<file path="src/rtl/i2c_trk_pkg.sv">
package i2c_trk_pkg;
  localparam int ADDR_W = 7;
  localparam int PEC_W  = 8;
  localparam int STAT_W = 16;

  localparam logic [ADDR_W-1:0] GC_ADDR   = 7'h00;
  localparam logic [ADDR_W-1:0] HOST_ADDR = 7'h08;
  localparam logic [ADDR_W-1:0] DFLT_ADDR = 7'h61;

  // strobes and levels handed from control to datapath
  typedef struct packed {
    logic startDet;
    logic stopDet;
    logic sclRise;
    logic addrLast;
    logic sdaBit;
    logic lineLow;
  } ctlStrobe_t;
endpackage

</file>
<file path="src/rtl/i2c_trk_sync.sv">
module i2c_trk_sync #(
  parameter int WIDTH = 2,
  parameter int STAGES = 2,
  parameter logic [WIDTH-1:0] RESET_VAL = '1
) (
  input  logic             clk,
  input  logic             rstN,
  input  logic [WIDTH-1:0] lineAsync,
  output logic [WIDTH-1:0] lineSync
);
  localparam int CHAIN_W = WIDTH * STAGES;

  logic [CHAIN_W-1:0] chain;

  generate
    if (STAGES == 1) begin : g_single
      always_ff @(posedge clk or negedge rstN) begin
        if (!rstN) chain <= RESET_VAL;
        else       chain <= lineAsync;
      end
    end else begin : g_multi
      always_ff @(posedge clk or negedge rstN) begin
        if (!rstN) chain <= {STAGES{RESET_VAL}};
        else       chain <= {chain[CHAIN_W-WIDTH-1:0], lineAsync};
      end
    end
  endgenerate

  assign lineSync = chain[CHAIN_W-1 -: WIDTH];
endmodule

</file>
<file path="src/rtl/i2c_trk_ctrl.sv">
module i2c_trk_ctrl
  import i2c_trk_pkg::*;
#(
  parameter int AW = ADDR_W,
  parameter int SYNC_STAGES = 2
) (
  input  logic       clk,
  input  logic       rstN,
  input  logic       sclIn,
  input  logic       sdaIn,
  output ctlStrobe_t ctl
);
  localparam int CNT_W = $clog2(AW + 2);

  logic [1:0] lineSync;
  logic scl, sda, sclPrev, sdaPrev;
  logic active;
  logic [CNT_W-1:0] bitCnt;

  i2c_trk_sync #(.WIDTH(2), .STAGES(SYNC_STAGES), .RESET_VAL(2'b11)) u_sync (
    .clk(clk),
    .rstN(rstN),
    .lineAsync({sclIn, sdaIn}),
    .lineSync(lineSync)
  );

  assign scl = lineSync[1];
  assign sda = lineSync[0];

  always_ff @(posedge clk or negedge rstN) begin
    if (!rstN) begin
      sclPrev <= 1'b1;
      sdaPrev <= 1'b1;
    end else begin
      sclPrev <= scl;
      sdaPrev <= sda;
    end
  end

  always_comb begin
    ctl          = '0;
    ctl.startDet = scl & sclPrev & sdaPrev & ~sda;
    ctl.stopDet  = scl & sclPrev & ~sdaPrev & sda;
    ctl.sclRise  = scl & ~sclPrev;
    ctl.addrLast = scl & ~sclPrev & active & (bitCnt == CNT_W'(AW));
    ctl.sdaBit   = sda;
    ctl.lineLow  = ~scl | ~sda;
  end

  always_ff @(posedge clk or negedge rstN) begin
    if (!rstN) begin
      active <= 1'b0;
      bitCnt <= '0;
    end else if (ctl.startDet) begin
      active <= 1'b1;
      bitCnt <= '0;
    end else if (ctl.stopDet) begin
      active <= 1'b0;
    end else if (ctl.sclRise && active) begin
      bitCnt <= bitCnt + 1'b1;
      if (ctl.addrLast) active <= 1'b0;
    end
  end


  evt_exclusive_chk: assert property (@(posedge clk) disable iff (!rstN)
    $onehot0({ctl.startDet, ctl.stopDet, ctl.sclRise}));


  cnt_range_chk: assert property (@(posedge clk) disable iff (!rstN)
    bitCnt <= CNT_W'(AW + 1));


  phase_end_chk: assert property (@(posedge clk) disable iff (!rstN)
    ctl.addrLast |=> !active);
endmodule

</file>
<file path="src/rtl/i2c_trk_dp.sv">
module i2c_trk_dp
  import i2c_trk_pkg::*;
#(
  parameter int AW = ADDR_W,
  parameter int PW = PEC_W,
  parameter int SW = STAT_W
) (
  input  logic          clk,
  input  logic          rstN,
  input  ctlStrobe_t    ctl,
  input  logic          enable,
  input  logic [AW-1:0] ownAddr1,
  input  logic [AW-1:0] ownAddr2,
  input  logic          dualEn,
  input  logic          genCallEn,
  input  logic          arpEn,
  input  logic          smbHostType,
  input  logic          pecEn,
  input  logic [PW-1:0] pecIn,
  input  logic          arbLost,
  input  logic          rdFirst,
  input  logic          rdSecond,
  output logic [SW-1:0] statusWord,
  output logic          addrMatched
);
  localparam int LOW_W = SW - PW;

  logic [AW-1:0] shiftReg;
  logic hitOwn1, hitOwn2, hitGc, hitHost, hitDflt, anyHit, takeAddr, clrPhase;
  logic dualFlag, gcFlag, hostFlag, dfltFlag, traFlag, busyFlag, readArmed;
  logic [LOW_W-1:0] lowBits;

  always_ff @(posedge clk or negedge rstN) begin
    if (!rstN)            shiftReg <= '0;
    else if (ctl.sclRise) shiftReg <= {shiftReg[AW-2:0], ctl.sdaBit};
  end

  always_comb begin
    hitOwn1  = (shiftReg == ownAddr1);
    hitOwn2  = dualEn && (shiftReg == ownAddr2);
    hitGc    = genCallEn && (shiftReg == GC_ADDR);
    hitHost  = arpEn && smbHostType && (shiftReg == HOST_ADDR);
    hitDflt  = arpEn && (shiftReg == DFLT_ADDR);
    anyHit   = hitOwn1 | hitOwn2 | hitGc | hitHost | hitDflt;
    takeAddr = ctl.addrLast && enable && anyHit;
    clrPhase = !enable || ctl.startDet || ctl.stopDet;
  end

  always_ff @(posedge clk or negedge rstN) begin
    if (!rstN) begin
      dualFlag <= 1'b0;
      gcFlag   <= 1'b0;
      hostFlag <= 1'b0;
      dfltFlag <= 1'b0;
    end else if (clrPhase) begin
      dualFlag <= 1'b0;
      gcFlag   <= 1'b0;
      hostFlag <= 1'b0;
      dfltFlag <= 1'b0;
    end else if (takeAddr) begin
      dualFlag <= hitOwn2 & ~hitOwn1;
      gcFlag   <= hitGc;
      hostFlag <= hitHost;
      dfltFlag <= hitDflt;
    end
  end

  always_ff @(posedge clk or negedge rstN) begin
    if (!rstN)                    traFlag <= 1'b0;
    else if (clrPhase || arbLost) traFlag <= 1'b0;
    else if (takeAddr)            traFlag <= ctl.sdaBit;
  end

  always_ff @(posedge clk or negedge rstN) begin
    if (!rstN)            busyFlag <= 1'b0;
    else if (ctl.stopDet) busyFlag <= 1'b0;
    else if (ctl.lineLow) busyFlag <= 1'b1;
  end

  always_ff @(posedge clk or negedge rstN) begin
    if (!rstN) begin
      readArmed   <= 1'b0;
      addrMatched <= 1'b0;
    end else if (!enable) begin
      readArmed   <= 1'b0;
      addrMatched <= 1'b0;
    end else begin
      if (rdSecond)     readArmed <= 1'b0;
      else if (rdFirst) readArmed <= 1'b1;
      if (takeAddr)                   addrMatched <= 1'b1;
      else if (rdSecond && readArmed) addrMatched <= 1'b0;
    end
  end

  always_comb begin
    lowBits    = '0;
    lowBits[7] = dualFlag;
    lowBits[6] = hostFlag;
    lowBits[5] = dfltFlag;
    lowBits[4] = gcFlag;
    lowBits[2] = traFlag;
    lowBits[1] = busyFlag;
  end

  assign statusWord = {(pecEn ? pecIn : {PW{1'b0}}), lowBits};


  busy_clr_chk: assert property (@(posedge clk) disable iff (!rstN)
    ctl.stopDet |=> !statusWord[1]);


  busy_set_chk: assert property (@(posedge clk) disable iff (!rstN)
    (ctl.lineLow && !ctl.stopDet) |=> statusWord[1]);


  phase_clr_chk: assert property (@(posedge clk) disable iff (!rstN)
    (ctl.startDet || ctl.stopDet) |=> (statusWord[7:4] == 4'b0 && !statusWord[2]));


  disabled_clr_chk: assert property (@(posedge clk) disable iff (!rstN)
    !enable |=> (!addrMatched && statusWord[7:4] == 4'b0 && !statusWord[2]));


  arb_clr_chk: assert property (@(posedge clk) disable iff (!rstN)
    arbLost |=> !statusWord[2]);


  match_set_chk: assert property (@(posedge clk) disable iff (!rstN)
    takeAddr |=> addrMatched);


  no_hit_hold_chk: assert property (@(posedge clk) disable iff (!rstN)
    (ctl.addrLast && !anyHit && enable && !rdSecond && !arbLost) |=>
      ($stable(addrMatched) && $stable(statusWord[7:1])));
endmodule

</file>
<file path="src/rtl/i2c_addr_tracker.sv">
module i2c_addr_tracker
  import i2c_trk_pkg::*;
#(
  parameter int SYNC_STAGES = 2
) (
  input  logic              clk,
  input  logic              rstN,
  input  logic              sclIn,
  input  logic              sdaIn,
  input  logic              enable,
  input  logic [ADDR_W-1:0] ownAddr1,
  input  logic [ADDR_W-1:0] ownAddr2,
  input  logic              dualEn,
  input  logic              genCallEn,
  input  logic              arpEn,
  input  logic              smbHostType,
  input  logic              pecEn,
  input  logic [PEC_W-1:0]  pecIn,
  input  logic              arbLost,
  input  logic              rdFirst,
  input  logic              rdSecond,
  output logic [STAT_W-1:0] statusWord,
  output logic              addrMatched
);
  ctlStrobe_t ctl;

  i2c_trk_ctrl #(.AW(ADDR_W), .SYNC_STAGES(SYNC_STAGES)) u_ctrl (
    .clk(clk),
    .rstN(rstN),
    .sclIn(sclIn),
    .sdaIn(sdaIn),
    .ctl(ctl)
  );

  i2c_trk_dp #(.AW(ADDR_W), .PW(PEC_W), .SW(STAT_W)) u_dp (
    .clk(clk),
    .rstN(rstN),
    .ctl(ctl),
    .enable(enable),
    .ownAddr1(ownAddr1),
    .ownAddr2(ownAddr2),
    .dualEn(dualEn),
    .genCallEn(genCallEn),
    .arpEn(arpEn),
    .smbHostType(smbHostType),
    .pecEn(pecEn),
    .pecIn(pecIn),
    .arbLost(arbLost),
    .rdFirst(rdFirst),
    .rdSecond(rdSecond),
    .statusWord(statusWord),
    .addrMatched(addrMatched)
  );
endmodule

</file>
<file path="config.mk">
export PLATFORM = sky130hd
export DESIGN_NAME = i2c_addr_tracker
export DESIGN_NICKNAME = d
export VERILOG_FILES = /design/src/rtl/i2c_trk_pkg.sv /design/src/rtl/i2c_trk_sync.sv /design/src/rtl/i2c_trk_ctrl.sv /design/src/rtl/i2c_trk_dp.sv /design/src/rtl/i2c_addr_tracker.sv
export SDC_FILE = /design/constraint.sdc
export NUM_CORES = 1
export LEC_CHECK = 0
export BUFFER_PORTS_ARGS = -buffer_cell sky130_fd_sc_hd__buf_2
export CAP_MARGIN = 30
export CORE_AREA = 2 2 59 55
export CTS_CLUSTER_DIAMETER = 120
export DETAILED_ROUTE_END_ITERATION = 6
export DIE_AREA = 0 0 61 57
export GPL_TIMING_DRIVEN = 1
export PLACE_DENSITY_LB_ADDON = 0.3
export SLEW_MARGIN = 40
export SYNTH_ARGS = -nofsm -noshare
export SYNTH_HDL_FRONTEND = slang
export SYNTH_HIERARCHICAL = 1
export SYNTH_SLANG_ARGS = --single-unit
</file>
<file path="constraint.sdc">
create_clock -name clk -period 3.85 [get_ports clk]
set_clock_uncertainty 0.2 [all_clocks]
set_input_delay 0.5775 -clock clk [delete_from_list [all_inputs] [get_ports clk]]
set_output_delay 0.5775 -clock clk [all_outputs]
set_load 0.05 [all_outputs]
</file>
Yosys cells after proc, flatten, opt, wreduce, memory -nomap -nowiden
Cells that the tools add are included.
{"block": "totals", "regBits": 26, "inputBits": 35, "out_inout_bits": 17, "elab_cells": 90}
{"block": "classes", "add_sub_neg": 1, "eq_ne": 8, "muxes": 26, "bitwise_logic": 19, "n_reduce_logical": 22}
{"operator": "1-bit two-way mux", "count": 22}
{"operator": "7-bit equality test", "count": 2}
{"operator": "4-bit two-way mux", "count": 3}
{"operator": "1-bit AND", "count": 9}
{"operator": "1-bit logical AND", "count": 9}
{"operator": "8-bit two-way mux", "count": 1}
{"operator": "2-bit nonzero test", "count": 4}
{"operator": "7-bit by 4-bit equality test with 1-bit output, second input constant", "count": 1}
{"operator": "7-bit equality test, second input constant", "count": 1}
{"operator": "7-bit zero test", "count": 1}
{"operator": "3-bit by 1-bit != test with 1-bit output, second input constant", "count": 2}
{"operator": "3-bit nonzero test", "count": 2}
{"operator": "1-bit NOT", "count": 5}
{"operator": "1-bit OR", "count": 5}
{"operator": "4-bit by 1-bit adder with 4-bit output, second input constant", "count": 1}
{"operator": "4-bit by 3-bit equality test with 1-bit output, second input constant", "count": 1}
{"operator": "2-bit AND reduction", "count": 2}
{"operator": "1-bit logical OR", "count": 3}
{"operator": "2-bit by 1-bit != test with 1-bit output, second input constant", "count": 1}
{"operator": "1-bit zero test", "count": 1}

Depth between registers and ports, before layout
Gate-level depths: netlist of run 1.
{"block": "depth", "depth_word": 9, "mapped_depth": 8, "ltp_nobuf": 7}

Cells and area by module
Netlist of run 1, hierarchy kept.
{"module": "i2c_trk_dp", "n_inst": 1, "cells_per_inst": 108, "area_per_inst_um2": 1006.0, "seq_area_each_um2": 375.4}
{"module": "i2c_trk_ctrl", "n_inst": 1, "cells_per_inst": 31, "area_per_inst_um2": 332.8, "seq_area_each_um2": 177.7}
{"module": "i2c_trk_sync", "n_inst": 1, "cells_per_inst": 6, "area_per_inst_um2": 120.1, "seq_area_each_um2": 105.1}

Least setup slack after synthesis of run 1
OpenSTA, ideal clock, no wires.
{"block": "synth_path", "kind": "input port to flip-flop", "startpoint": "input port arpEn", "endpoint": "register u_dp.traFlag", "setup_ns": 0.079, "arrival_ns": 1.820, "required_ns": 3.571, "setup_slack_ns": 1.751, "stages": 5, "n_path_buf": 0, "cell_sequence": "nand2_1 > or4b_1 > a311o_1 > a31oi_4 > mux2i_1"}
{"block": "synth_between", "elab_chain_len": 6, "elab_cells_between_ends": 7, "classes_between": "bitwise (2); reduce/logical (5)"}
{"element": "start, declared", "line": "i2c_addr_tracker.sv:15", "source": "input logic arpEn,"}
{"element": "1-bit logical AND (2 in a row)", "line": "i2c_trk_dp.sv:42", "source": "hitHost = arpEn && smbHostType && (shiftReg == HOST_ADDR);"}
{"element": "1-bit OR", "line": "i2c_trk_dp.sv:44", "source": "anyHit = hitOwn1 | hitOwn2 | hitGc | hitHost | hitDflt;"}
{"element": "1-bit OR (*)", "line": "i2c_trk_dp.sv:44"}
{"element": "1-bit logical AND (*)", "line": "i2c_trk_dp.sv:45", "source": "takeAddr = ctl.addrLast && enable && anyHit;"}
{"element": "2-bit nonzero test (no line) (*)"}
{"element": "end signal, assigned", "line": "i2c_trk_dp.sv:71", "source": "else if (takeAddr) traFlag <= ctl.sdaBit;"}
{"element": "end, declared", "line": "i2c_trk_dp.sv:30", "source": "logic dualFlag, gcFlag, hostFlag, dfltFlag, traFlag, busyFlag, readArmed;"}
Mark *: on every way between the ends. The rest lies on a longest branch, timed or not.
A chain may end at the register's enable or synchronous reset.

Worst setup path in the final report of run 1
{"block": "layout_path", "startpoint": "register u_dp.shiftReg[5]", "endpoint": "register u_dp.traFlag"}
{"block": "layout_between", "elab_chain_len": 8, "elab_cells_between_ends": 15, "classes_between": "eq/ne (4); bitwise (4); reduce/logical (7)"}
{"element": "start, declared", "line": "i2c_trk_dp.sv:28", "source": "logic [AW-1:0] shiftReg;"}
{"element": "start signal, assigned", "line": "i2c_trk_dp.sv:35", "source": "else if (ctl.sclRise) shiftReg <= {shiftReg[AW-2:0], ctl.sdaBit};"}
{"element": "7-bit equality test", "line": "i2c_trk_dp.sv:40", "source": "hitOwn2 = dualEn && (shiftReg == ownAddr2);"}
{"element": "1-bit logical AND", "line": "i2c_trk_dp.sv:40"}
{"element": "1-bit OR (3 in a row)", "line": "i2c_trk_dp.sv:44"}
{"element": "1-bit OR (*)", "line": "i2c_trk_dp.sv:44"}
{"element": "1-bit logical AND (*)", "line": "i2c_trk_dp.sv:45"}
{"element": "2-bit nonzero test (no line) (*)"}
Marked as above.

==> flow_summary.json, run 1 <==
{
  "status": "finished clean",
  "grt_pass1_wl_mm": 4.66,
  "drt_iter0_markers": 37,
  "fp.dieH_um": 57,
  "place_congestion": 0.844,
  "yosys.area.top_type": "dfrtp_1",
  "p_switching_mw": 0.261,
  "peakVddDrop_mv": 0.272,
  "intPower_mw": 0.480,
  "final-setup-viol-count": 0,
  "htreeDepth": 1,
  "core_mm2": 0.00292,
  "fin_cells": 226,
  "setup_tns_ns": 0,
  "cp-start-kind": "flop",
  "seqCellArea_um2": 658,
  "finalWorstSetupSlack_ns": 1.63,
  "area_delta_synth_final_pct": 16.6,
  "ys_seq_area_share_pct": 45.1,
  "num_io_pins": 52,
  "pwr-share-comb_pct": 27.7,
  "antenna_cells": 0,
  "syn_inst": 145,
  "hold_ws_ns": 0.0378,
  "grt_max_degree": 27,
  "synth-seq-cells": 26,
  "wl_per_cell_um": 12.9,
  "worst_ep_arrival_time_ns": 2.27,
  "min_path_type": "input pin to async pin",
  "finish.instance_area_mm2": 0.00170,
  "start_util_pct": 49.9,
  "yosys-top-cells-area": "dfrtp_1 34%, dfstp_2 11%, buf_4 5.1%",
  "cts_resized": 0,
  "swShare_pct": 35.2,
  "hold_viol": 0,
  "grt_pass1_vias": 1114,
  "die_width_um": 61,
  "yosys-top-cells-count": "20 x dfrtp_1, 15 x nand2_1, 10 x buf_4",
  "drc": 0,
  "yosys_warnings": 6,
  "cap_viol_max_count": 0,
  "dr.pass1.iters": 4,
  "crit_fanout": 6,
  "pwr_density_cell_mw_per_mm2": 435,
  "worst_pin_slew_ns": 0.677,
  "crit_type": "flop to flop",
  "leakagePower_nw": 0.794,
  "syn_avg_cell_area_um2": 10.1,
  "path_clk_slew_ns": 0.13,
  "clk_latency_ns": 0.31,
  "die_area_mm2": 0.00348,
  "synth-edff-count": 0,
  "via_per_inst": 5.22,
  "synth_top_area_share_pct": 34.3,
  "synthArstFlopShare_pct": 100,
  "grt_setup_unrepaired": "no",
  "crit_path_end_kind": "flop",
  "period_share_pct": 57.8,
  "syn_area_mm2": 0.00146,
  "layout-drive-gt1-share_pct": 37.5,
  "cts_buffers": 3,
  "ys_types": 40,
  "via_count": 1179,
  "port_buffers": 49,
  "dp_slack_ns": 1.53,
  "slew_violations": 0,
  "multiInputGateArea_um2": 691,
  "worstPathRequired_ns": 3.89,
  "placed_area_mm2": 0.00167,
  "cts_hold_buf": 0,
  "fin_nets": 221,
  "post_cts_buffers": 0,
  "cts_num_sinks": 26,
  "clkPwrFrac_pct": 18.1,
  "post-route-min-period_ns": 2.22,
  "yosys_most_used_dff": "dfrtp_1",
  "fillers": 257,
  "yosysMostFrequentCell": "dfrtp_1",
  "grt_overflow": 0,
  "fmax_mhz": 450,
  "ant_nets": 0,
  "cts-root-buf": "clkbuf_4",
  "wirelength_mm": 2.91,
  "antenna_found_initial": 0,
  "rows": 19,
  "cts_tree": "yes",
  "pwr-share-seq_pct": 54.2,
  "clock_path_buffers": 2,
  "slew_headroom_pct": 54.7,
  "grt_usage_pct": 17.3,
  "place_inst": 222,
  "hpwl_mm": 2.33
}
[path summary, 6_finish.rpt]
check / slack (ns) / cells after the start / start / endpoint
min in group clk: 0.15 / 1 / sdaIn / u_ctrl/u_sync/chain[0]
worst max register to register: 1.63 / 5 / u_dp/shiftReg[5] / u_dp/traFlag
worst min-delay path: 0.04 / 1 / rstN / u_dp/shiftReg[5]
worst max-delay path: 1.63 / 5 / u_dp/shiftReg[5] / u_dp/traFlag
max in group asynchronous: 3.04 / 1 / rstN / u_ctrl/sdaPrev
worst min register to register: 0.17 / 0 / u_ctrl/u_sync/chain[1] / u_ctrl/u_sync/chain[3]
[registers in the layout, indices dropped and copies added (netlist names)]
signal and flops:
u_ctrl/sdaPrev 1, u_dp/gcFlag 1, u_ctrl/sclPrev 1, u_ctrl/bitCnt 4
u_dp/dfltFlag 1, u_dp/addrMatched 1, u_dp/readArmed 1, u_dp/shiftReg 7
u_ctrl/active 1, u_dp/dualFlag 1, u_dp/hostFlag 1, u_dp/traFlag 1
u_ctrl/u_sync/chain 4, u_dp/busyFlag 1
[critical path, cell delays in order (launching register included)]
cell and delay [ns]:
dfrtp_1 0.48, nor2b_2 0.19, or4b_1 0.44, a311o_1 0.42, a31oi_4 0.21, mux2i_1 0.21
[layer usage]
| layer | vias to the layer above | track usage [%] | part of all wire (%) |
|---|---|---|---|
| met5 | - | 0 | 0 |
| met4 | 0 | 2.80 | 0.31 |
| met3 | 2 | 4.31 | 5.9 |
| met2 | 43 | 28.3 | 51 |
| met1 | 560 | 23.8 | 43 |
| li1 | 574 | - | - |
[layout by cell type, fill, tap and decap left out, types with 3 or more instances in the layout]
| cell | n |
|---|---|
| dfstp_2 | 6 |
| clkbuf_4 | 3 |
| nand3_1 | 6 |
| xnor2_1 | 7 |
| nand2_1 | 15 |
| inv_1 | 5 |
| and2_1 | 9 |
| nor2_1 | 8 |
| xor2_1 | 8 |
| buf_2 | 49 |
| dfrtp_1 | 20 |
| mux2_2 | 6 |
| o21ai_0 | 3 |
| nand4_1 | 7 |
[stage by stage]
step	total power [mW]	utilization [%]
3_3_place_gp	0.597	57.0
4_1_cts	0.745	58.2
2_1_floorplan	0.552	-
3_5_place_dp	0.610	57.0
6_report	0.741	58.2
5_1_grt	0.793	58.2
[area by class of cell]
class                      count  share of cell area [%]
clock buffer                   4                    2.13
inverter                       5                    1.10
multi-input combinational    100                    40.6
sequential                    26                    38.7
tap                           42                    3.09
timing repair buffer          49                    14.4
[kinds of logic after synthesis]
| kind of cell | Yosys count | synth area share (%) |
|---|---|---|
| buffers and inverters | 20 | 7.80 |
| multiplexers | 7 | 5.32 |
| other | 1 | 0.257 |
| XOR/XNOR | 15 | 9.01 |
| flip-flops | 26 | 45.1 |
| AND/OR/NAND/NOR | 60 | 23.1 |
| AO/OA/AOI/OAI | 15 | 8.58 |
| adder cells (fa/ha/maj) | 1 | 0.857 |
[power groups by stage]
| stage | sequential (mW) | clock [mW] | combinational (mW) |
|---|---|---|---|
| 2_1_floorplan | 0.360 | 0 | 0.192 |
| 6_report | 0.401 | 0.134 | 0.205 |
| 5_1_grt | 0.411 | 0.152 | 0.229 |
| 3_3_place_gp | 0.401 | 0 | 0.196 |
| 3_5_place_dp | 0.405 | 0 | 0.206 |
| 4_1_cts | 0.400 | 0.139 | 0.206 |
Power figures use the tool's default switching activity.
==> run 2: changes to the inputs <==
ABC_AREA = 1   (was not set)
CORE_AREA = 2 2 66 62   (was 2 2 59 55)
DIE_AREA = 0 0 68 64   (was 0 0 61 57)
clock period = 2 ns   (was 3.85 ns; I/O delays follow)
==> run 2 against run 1 <==
Net effect:
- count of clock-buffer cells in the layout stayed put
- power is 89% higher
- flip-flop and latch count stayed put
- final area is 12% higher
- global-route usage is 1.7 points lower
- sequential share of layout area is 4.2 points lower
- clock power is 150% higher
- synthesized cell count is 51% higher
- first-iteration DRC count is 51% higher
- register-to-register slack worse by 1.4 ns
- via count is 19% higher
==> flow_summary.json, run 2 <==
{
  "status": "finished clean",
  "crit_path_end_kind": "flop",
  "placed_area_mm2": 0.00181,
  "clock_path_buffers": 2,
  "syn_avg_cell_area_um2": 7.19,
  "pwr_density_cell_mw_per_mm2": 733,
  "fin_nets": 304,
  "antenna_cells": 0,
  "post_cts_buffers": 0,
  "cts_buffers": 3,
  "drt_iter0_markers": 56,
  "r2r_slack_ns": 0.23,
  "clkPwrFrac_pct": 23.8,
  "yosys_most_used_dff": "dfrtp_1",
  "yosysMostFrequentCell": "nand2_1",
  "core_mm2": 0.00363,
  "wl_per_cell_um": 9.76,
  "grt_overflow": 0,
  "critPathMaxStageDelay_ns": 0.58,
  "via_per_inst": 4.50,
  "peakVddDrop_mv": 0.635,
  "syn_area_mm2": 0.00157,
  "grt_pass1_wl_mm": 5.44,
  "slew_violations": 0,
  "crit_type": "flop to flop",
  "area_delta_synth_final_pct": 21.2,
  "post-route-min-period_ns": 1.77,
  "antenna_found_initial": 0,
  "crit_end": "u_dp/hostFlag",
  "cts_tree": "yes",
  "start_util_pct": 43.4,
  "cts_resized": 0,
  "synth-seq-cells": 26,
  "synthArstFlopShare_pct": 100,
  "place_congestion": 0.770,
  "fmax_mhz": 564,
  "synth_top_area_share_pct": 31.8,
  "wirelength_mm": 3.05,
  "layout-drive-gt1-share_pct": 31.1,
  "pwr-share-seq_pct": 48.6,
  "worst_pin_slew_ns": 0.552,
  "die_width_um": 68,
  "p_switching_mw": 0.479,
  "final-setup-viol-count": 0,
  "crit_fanout": 8,
  "worst_ep_arrival_time_ns": 1.78,
  "grt_max_degree": 27,
  "ys_seq_area_share_pct": 41.8,
  "drc": 0,
  "yosys-top-cells-count": "71 x nand2_1, 32 x inv_1, 20 x dfrtp_1",
  "swShare_pct": 34.2,
  "clk_latency_ns": 0.26,
  "num_io_pins": 52,
  "grt_setup_unrepaired": "no",
  "top_register": "u_dp/shiftReg",
  "hpwl_mm": 2.41,
  "hold_viol": 0,
  "slew_headroom_pct": 63.2,
  "setup_tns_ns": 0,
  "yosys-top-cells-area": "dfrtp_1 32%, nand2_1 17%, dfstp_2 10%",
  "yosys_warnings": 6,
  "htreeDepth": 1,
  "fp.dieH_um": 64,
  "dr.pass1.iters": 4,
  "min_path_type": "input pin to flop",
  "worstPathRequired_ns": 2.00,
  "finish.instance_area_mm2": 0.00191,
  "reg2reg_to": "u_dp/hostFlag",
  "ys_types": 27,
  "cap_viol_max_count": 0,
  "syn_inst": 219,
  "crit_start": "u_ctrl/u_sync/chain[2]",
  "yosys.area.top_type": "dfrtp_1",
  "cts_num_sinks": 26,
  "largest_reg_flops": 7,
  "timing.rr.start": "u_ctrl/u_sync/chain[2]",
  "crit_chain": "inv_1, nand4_1, inv_1, nor3_2, nand4_1, nand2_1",
  "final_cell_mix": "71 x nand2_1, 49 x buf_2, 32 x inv_1",
  "cts-root-buf": "clkbuf_8",
  "leakagePower_nw": 1.19,
  "synth-edff-count": 0,
  "intPower_mw": 0.920,
  "path_clk_slew_ns": 0.09,
  "cp-start-kind": "flop",
  "grt_usage_pct": 15.6,
  "rows": 21,
  "grt_pass1_vias": 1338,
  "ant_nets": 0,
  "reg.largest.list": "u_dp/shiftReg (7), u_ctrl/bitCnt (4), u_ctrl/u_sync/chain (4)",
  "period_share_pct": 88.6,
  "crit_slowest_cell": "dfstp_2",
  "pwr-share-comb_pct": 27.6,
  "port_buffers": 49,
  "via_count": 1407,
  "power_mw": 1.40,
  "r2r_cells": 6,
  "die_area_mm2": 0.00435,
  "final_common_cell": "nand2_1"
}
==> run 2: cell count changes after synthesis, sizes merged, moves of 4 or more <==
cell   change
nand2     +61
inv       +37
nand3     +13
and2       -9
nor2       +7
mux2       -6
xor2       -6
o21ai      +4
xnor2      -4
==> run 2: area by class of cell <==
class | instances | area, µm²
fillers | 372 | 1720
multi-input cells | 139 | 676
inverters | 43 | 161
clock buffers | 4 | 55.1
flip-flops and latches | 26 | 658
repair buffers | 55 | 300
well taps | 46 | 57.6
==> run 2: what timing repair did <==
action	in CTS	in global routing
hold buffers	4	0
hold endpoints to repair	23	0
setup endpoints to repair	0	0
==> run 2: layer usage <==
layer  global-route usage, %  vias to the layer above  share of wire, %
met5                       0                        -                 0
li1                        -                      749                 -
met3                    2.64                        2               5.3
met1                    19.3                      624                45
met4                    2.00                        0              0.43
met2                    28.6                       32                49
==> run 2: critical path, delay by kind of cell, from the launching register on <==
| family | cells | cell delay [ns] |
|---|---|---|
| and+or+nand+nor | 4 | 0.81 |
| buffers and inverters | 2 | 0.13 |
| DFF | 1 | 0.58 |
==> run 2: kinds of logic after synthesis <==
group | synth area share, %
xor gates and xnor gates | 2.78
AOI/OAI and AO/OA | 2.54
DFF | 41.8
other | 0.238
and+or+nand+nor | 36.3
adders and majority gates | 0.795
buffers and inverters | 15.5
==> run 2: how the worst min path moves through the flow <==
stage          startpoint  cells past startpoint          endpoint  slack [ns]
2_1_floorplan        rstN                      0     u_ctrl/active       -0.20
3_3_place_gp         rstN                      1  u_dp/addrMatched        0.12
3_5_place_dp         rstN                      1  u_dp/addrMatched        0.13
4_1_cts           rdFirst                      3    u_dp/readArmed        0.08
5_1_grt           rdFirst                      3    u_dp/readArmed        0.08
6_report          rdFirst                      3    u_dp/readArmed        0.08
==> run 2: per-stage QoR <==
stage / std cells / setup slack [ns] / hold slack, ns / util, %
floorplan: 220 / 0.302 / -0.196 / -
global placement: 305 / 0.291 / 0.125 / 50.0
detailed placement: 305 / 0.271 / 0.127 / 50.0
CTS: 313 / 0.234 / 0.0791 / 52.6
global route: 313 / 0.0729 / 0.0785 / 52.6
finish: 313 / 0.228 / 0.0828 / 52.6
==> run 2: power by group through the flow <==
stage	clock (mW)	combinational (mW)	sequential [mW]
global route	0.367	0.447	0.694
finish	0.333	0.386	0.680
global placement	0	0.376	0.686
floorplan	0	0.291	0.668
CTS	0.343	0.391	0.679
detailed placement	0	0.382	0.689
==> run 3: changes to the inputs <==
--- a/config.mk
+++ b/config.mk
@@ -13,6 +13,6 @@
 export DETAILED_ROUTE_END_ITERATION = 6
 export DIE_AREA = 0 0 68 64
-export GPL_TIMING_DRIVEN = 1
 export PLACE_DENSITY_LB_ADDON = 0.3
+export SKIP_CTS_REPAIR_TIMING = 1
 export SLEW_MARGIN = 40
 export SYNTH_ARGS = -nofsm -noshare
==> constraint.sdc (replaced) <==
create_clock -name clk -period 2 [get_ports clk]
set_clock_uncertainty 0.2 [all_clocks]
set_input_delay 0.3 -clock clk [delete_from_list [all_inputs] [get_ports clk]]
set_output_delay 0.3 -clock clk [all_outputs]
set_load 0.01 [all_outputs]
==> run 3 against run 2 <==
Net effect:
- sequential share of layout area unchanged
- cell count unchanged
- combinational power decreased by 9.1%
- register-to-register slack about the same
- count of clock-buffer cells in the layout unchanged
- power decreased by 2.5%
- clock power about the same
- die area unchanged
- worst setup slack unchanged
- global-route usage decreased by 0.25 points
- fmax unchanged
- critical path type unchanged
- largest cell class unchanged
- largest power group unchanged
==> flow_summary.json, run 3 (synthesis gave the netlist of run 2 again) <==
{
  "cap_viol_max_count": 0,
  "die_width_um": 68,
  "grt_max_degree": 27,
  "worst_pin_slew_ns": 0.552,
  "finish.instance_area_mm2": 0.00191,
  "reg.largest.list": "u_dp/shiftReg (7), u_ctrl/bitCnt (4), u_ctrl/u_sync/chain (4)",
  "post-route-min-period_ns": 1.77,
  "pwr_density_cell_mw_per_mm2": 715,
  "grt_pass1_wl_mm": 5.34,
  "final-setup-viol-count": 0,
  "die_area_mm2": 0.00435,
  "crit_type": "flop to flop",
  "grt_setup_unrepaired": "no",
  "fmax_mhz": 564,
  "rows": 21,
  "cp-start-kind": "flop",
  "slew_headroom_pct": 63.2,
  "wl_per_cell_um": 9.76,
  "worst_ep_arrival_time_ns": 1.78,
  "ant_nets": 0,
  "cts-root-buf": "clkbuf_8",
  "worstHoldEndpoint": "u_dp/readArmed",
  "period_share_pct": 88.6,
  "start_util_pct": 43.4,
  "final_common_cell": "nand2_1",
  "reg2reg_to": "u_dp/hostFlag",
  "place_congestion": 0.770,
  "core_mm2": 0.00363,
  "r2r_slack_ns": 0.23,
  "leakagePower_nw": 1.19,
  "antenna_cells": 0,
  "grt_pass1_vias": 1308,
  "cts_buffers": 3,
  "top_register": "u_dp/shiftReg",
  "dr.pass1.iters": 4,
  "finalWorstSetupSlack_ns": 0.228,
  "cts_tree": "yes",
  "placed_area_mm2": 0.00181,
  "fp.dieH_um": 64,
  "htreeDepth": 1,
  "layout-drive-gt1-share_pct": 31.1,
  "grt_usage_pct": 15.4,
  "cts_num_sinks": 26,
  "via_count": 1407,
  "min_path_type": "input pin to flop",
  "peakVddDrop_mv": 0.635,
  "path_clk_slew_ns": 0.09,
  "setup_tns_ns": 0,
  "clock_path_buffers": 2,
  "min_path_cells": 3,
  "hold_path_startpoint": "rdFirst",
  "crit_fanout": 8,
  "crit_slowest_cell": "dfstp_2",
  "critPathMaxStageDelay_ns": 0.58,
  "hpwl_mm": 2.41,
  "clk_latency_ns": 0.26,
  "power_mw": 1.36,
  "wirelength_mm": 3.05,
  "drc": 0,
  "grt_overflow": 0,
  "final_cell_mix": "71 x nand2_1, 49 x buf_2, 32 x inv_1",
  "via_per_inst": 4.50,
  "status": "finished clean",
  "fin_nets": 304,
  "antenna_found_initial": 0,
  "r2r_cells": 6,
  "port_buffers": 49,
  "slew_violations": 0,
  "crit_chain": "inv_1, nand4_1, inv_1, nor3_2, nand4_1, nand2_1",
  "largest_reg_flops": 7,
  "worstPathRequired_ns": 2.00,
  "timing.rr.start": "u_ctrl/u_sync/chain[2]",
  "crit_path_end_kind": "flop",
  "area_delta_synth_final_pct": 21.2,
  "hold_viol": 0,
  "num_io_pins": 52,
  "drt_iter0_markers": 56,
  "dp_slack_ns": 0.271
}
==> run 3: cell counts in the layout (fill, tap and decap cells not counted) <==
No cell type changed its count.
==> run 3: layout make-up <==
cell class,count,area [µm²]
Fill cell,372,1720
Sequential cell,26,658
Multi-Input combinational cell,139,676
Timing Repair Buffer,55,300
Inverter,43,161
Clock buffer,4,55.1
Tap cell,46,57.6
==> run 3: worst max path at each step <==
stage / endpoint / depth (start not counted) / slack [ns] / start
after floorplan: u_dp/dfltFlag / 7 / 0.30 / u_ctrl/u_sync/chain[2]
after global placement: u_dp/dfltFlag / 6 / 0.29 / u_ctrl/u_sync/chain[2]
final: u_dp/hostFlag / 6 / 0.23 / u_ctrl/u_sync/chain[2]
after global routing: u_dp/hostFlag / 6 / 0.07 / u_ctrl/u_sync/chain[2]
after detailed placement: u_dp/hostFlag / 6 / 0.27 / u_ctrl/u_sync/chain[2]
after CTS: u_dp/hostFlag / 6 / 0.23 / u_ctrl/u_sync/chain[2]
==> run 3: report_power, final <==
part	leakage [nW]	switching (mW)	internal, mW
sequential	0.326	0.0831	0.597
clock	0.0288	0.157	0.176
combinational	0.833	0.203	0.148
total	1.19	0.444	0.920
==> run 3: worst max-delay path: cells and delay by family, from the launching register on <==
| family | cells | cell delay (ns) |
|---|---|---|
| simple gates | 4 | 0.81 |
| flops | 1 | 0.58 |
| buf+inv | 2 | 0.13 |
==> run 3: metal layers <==
| layer | vias up | track usage [%] | part of all wire (%) |
|---|---|---|---|
| li1 | 749 | - | - |
| met1 | 624 | 19.2 | 45 |
| met2 | 32 | 27.9 | 49 |
| met3 | 2 | 2.64 | 5.3 |
| met4 | 0 | 2.00 | 0.43 |
| met5 | - | 0 | 0 |
==> run 3: stage by stage <==
step / hold WS [ns] / utilization, % / cells
floorplan: -0.196 / - / 220
global placement: 0.125 / 50.0 / 305
detailed placement: 0.127 / 50.0 / 305
CTS: -0.164 / 51.5 / 309
global route: 0.0785 / 52.6 / 313
finish: 0.0828 / 52.6 / 313
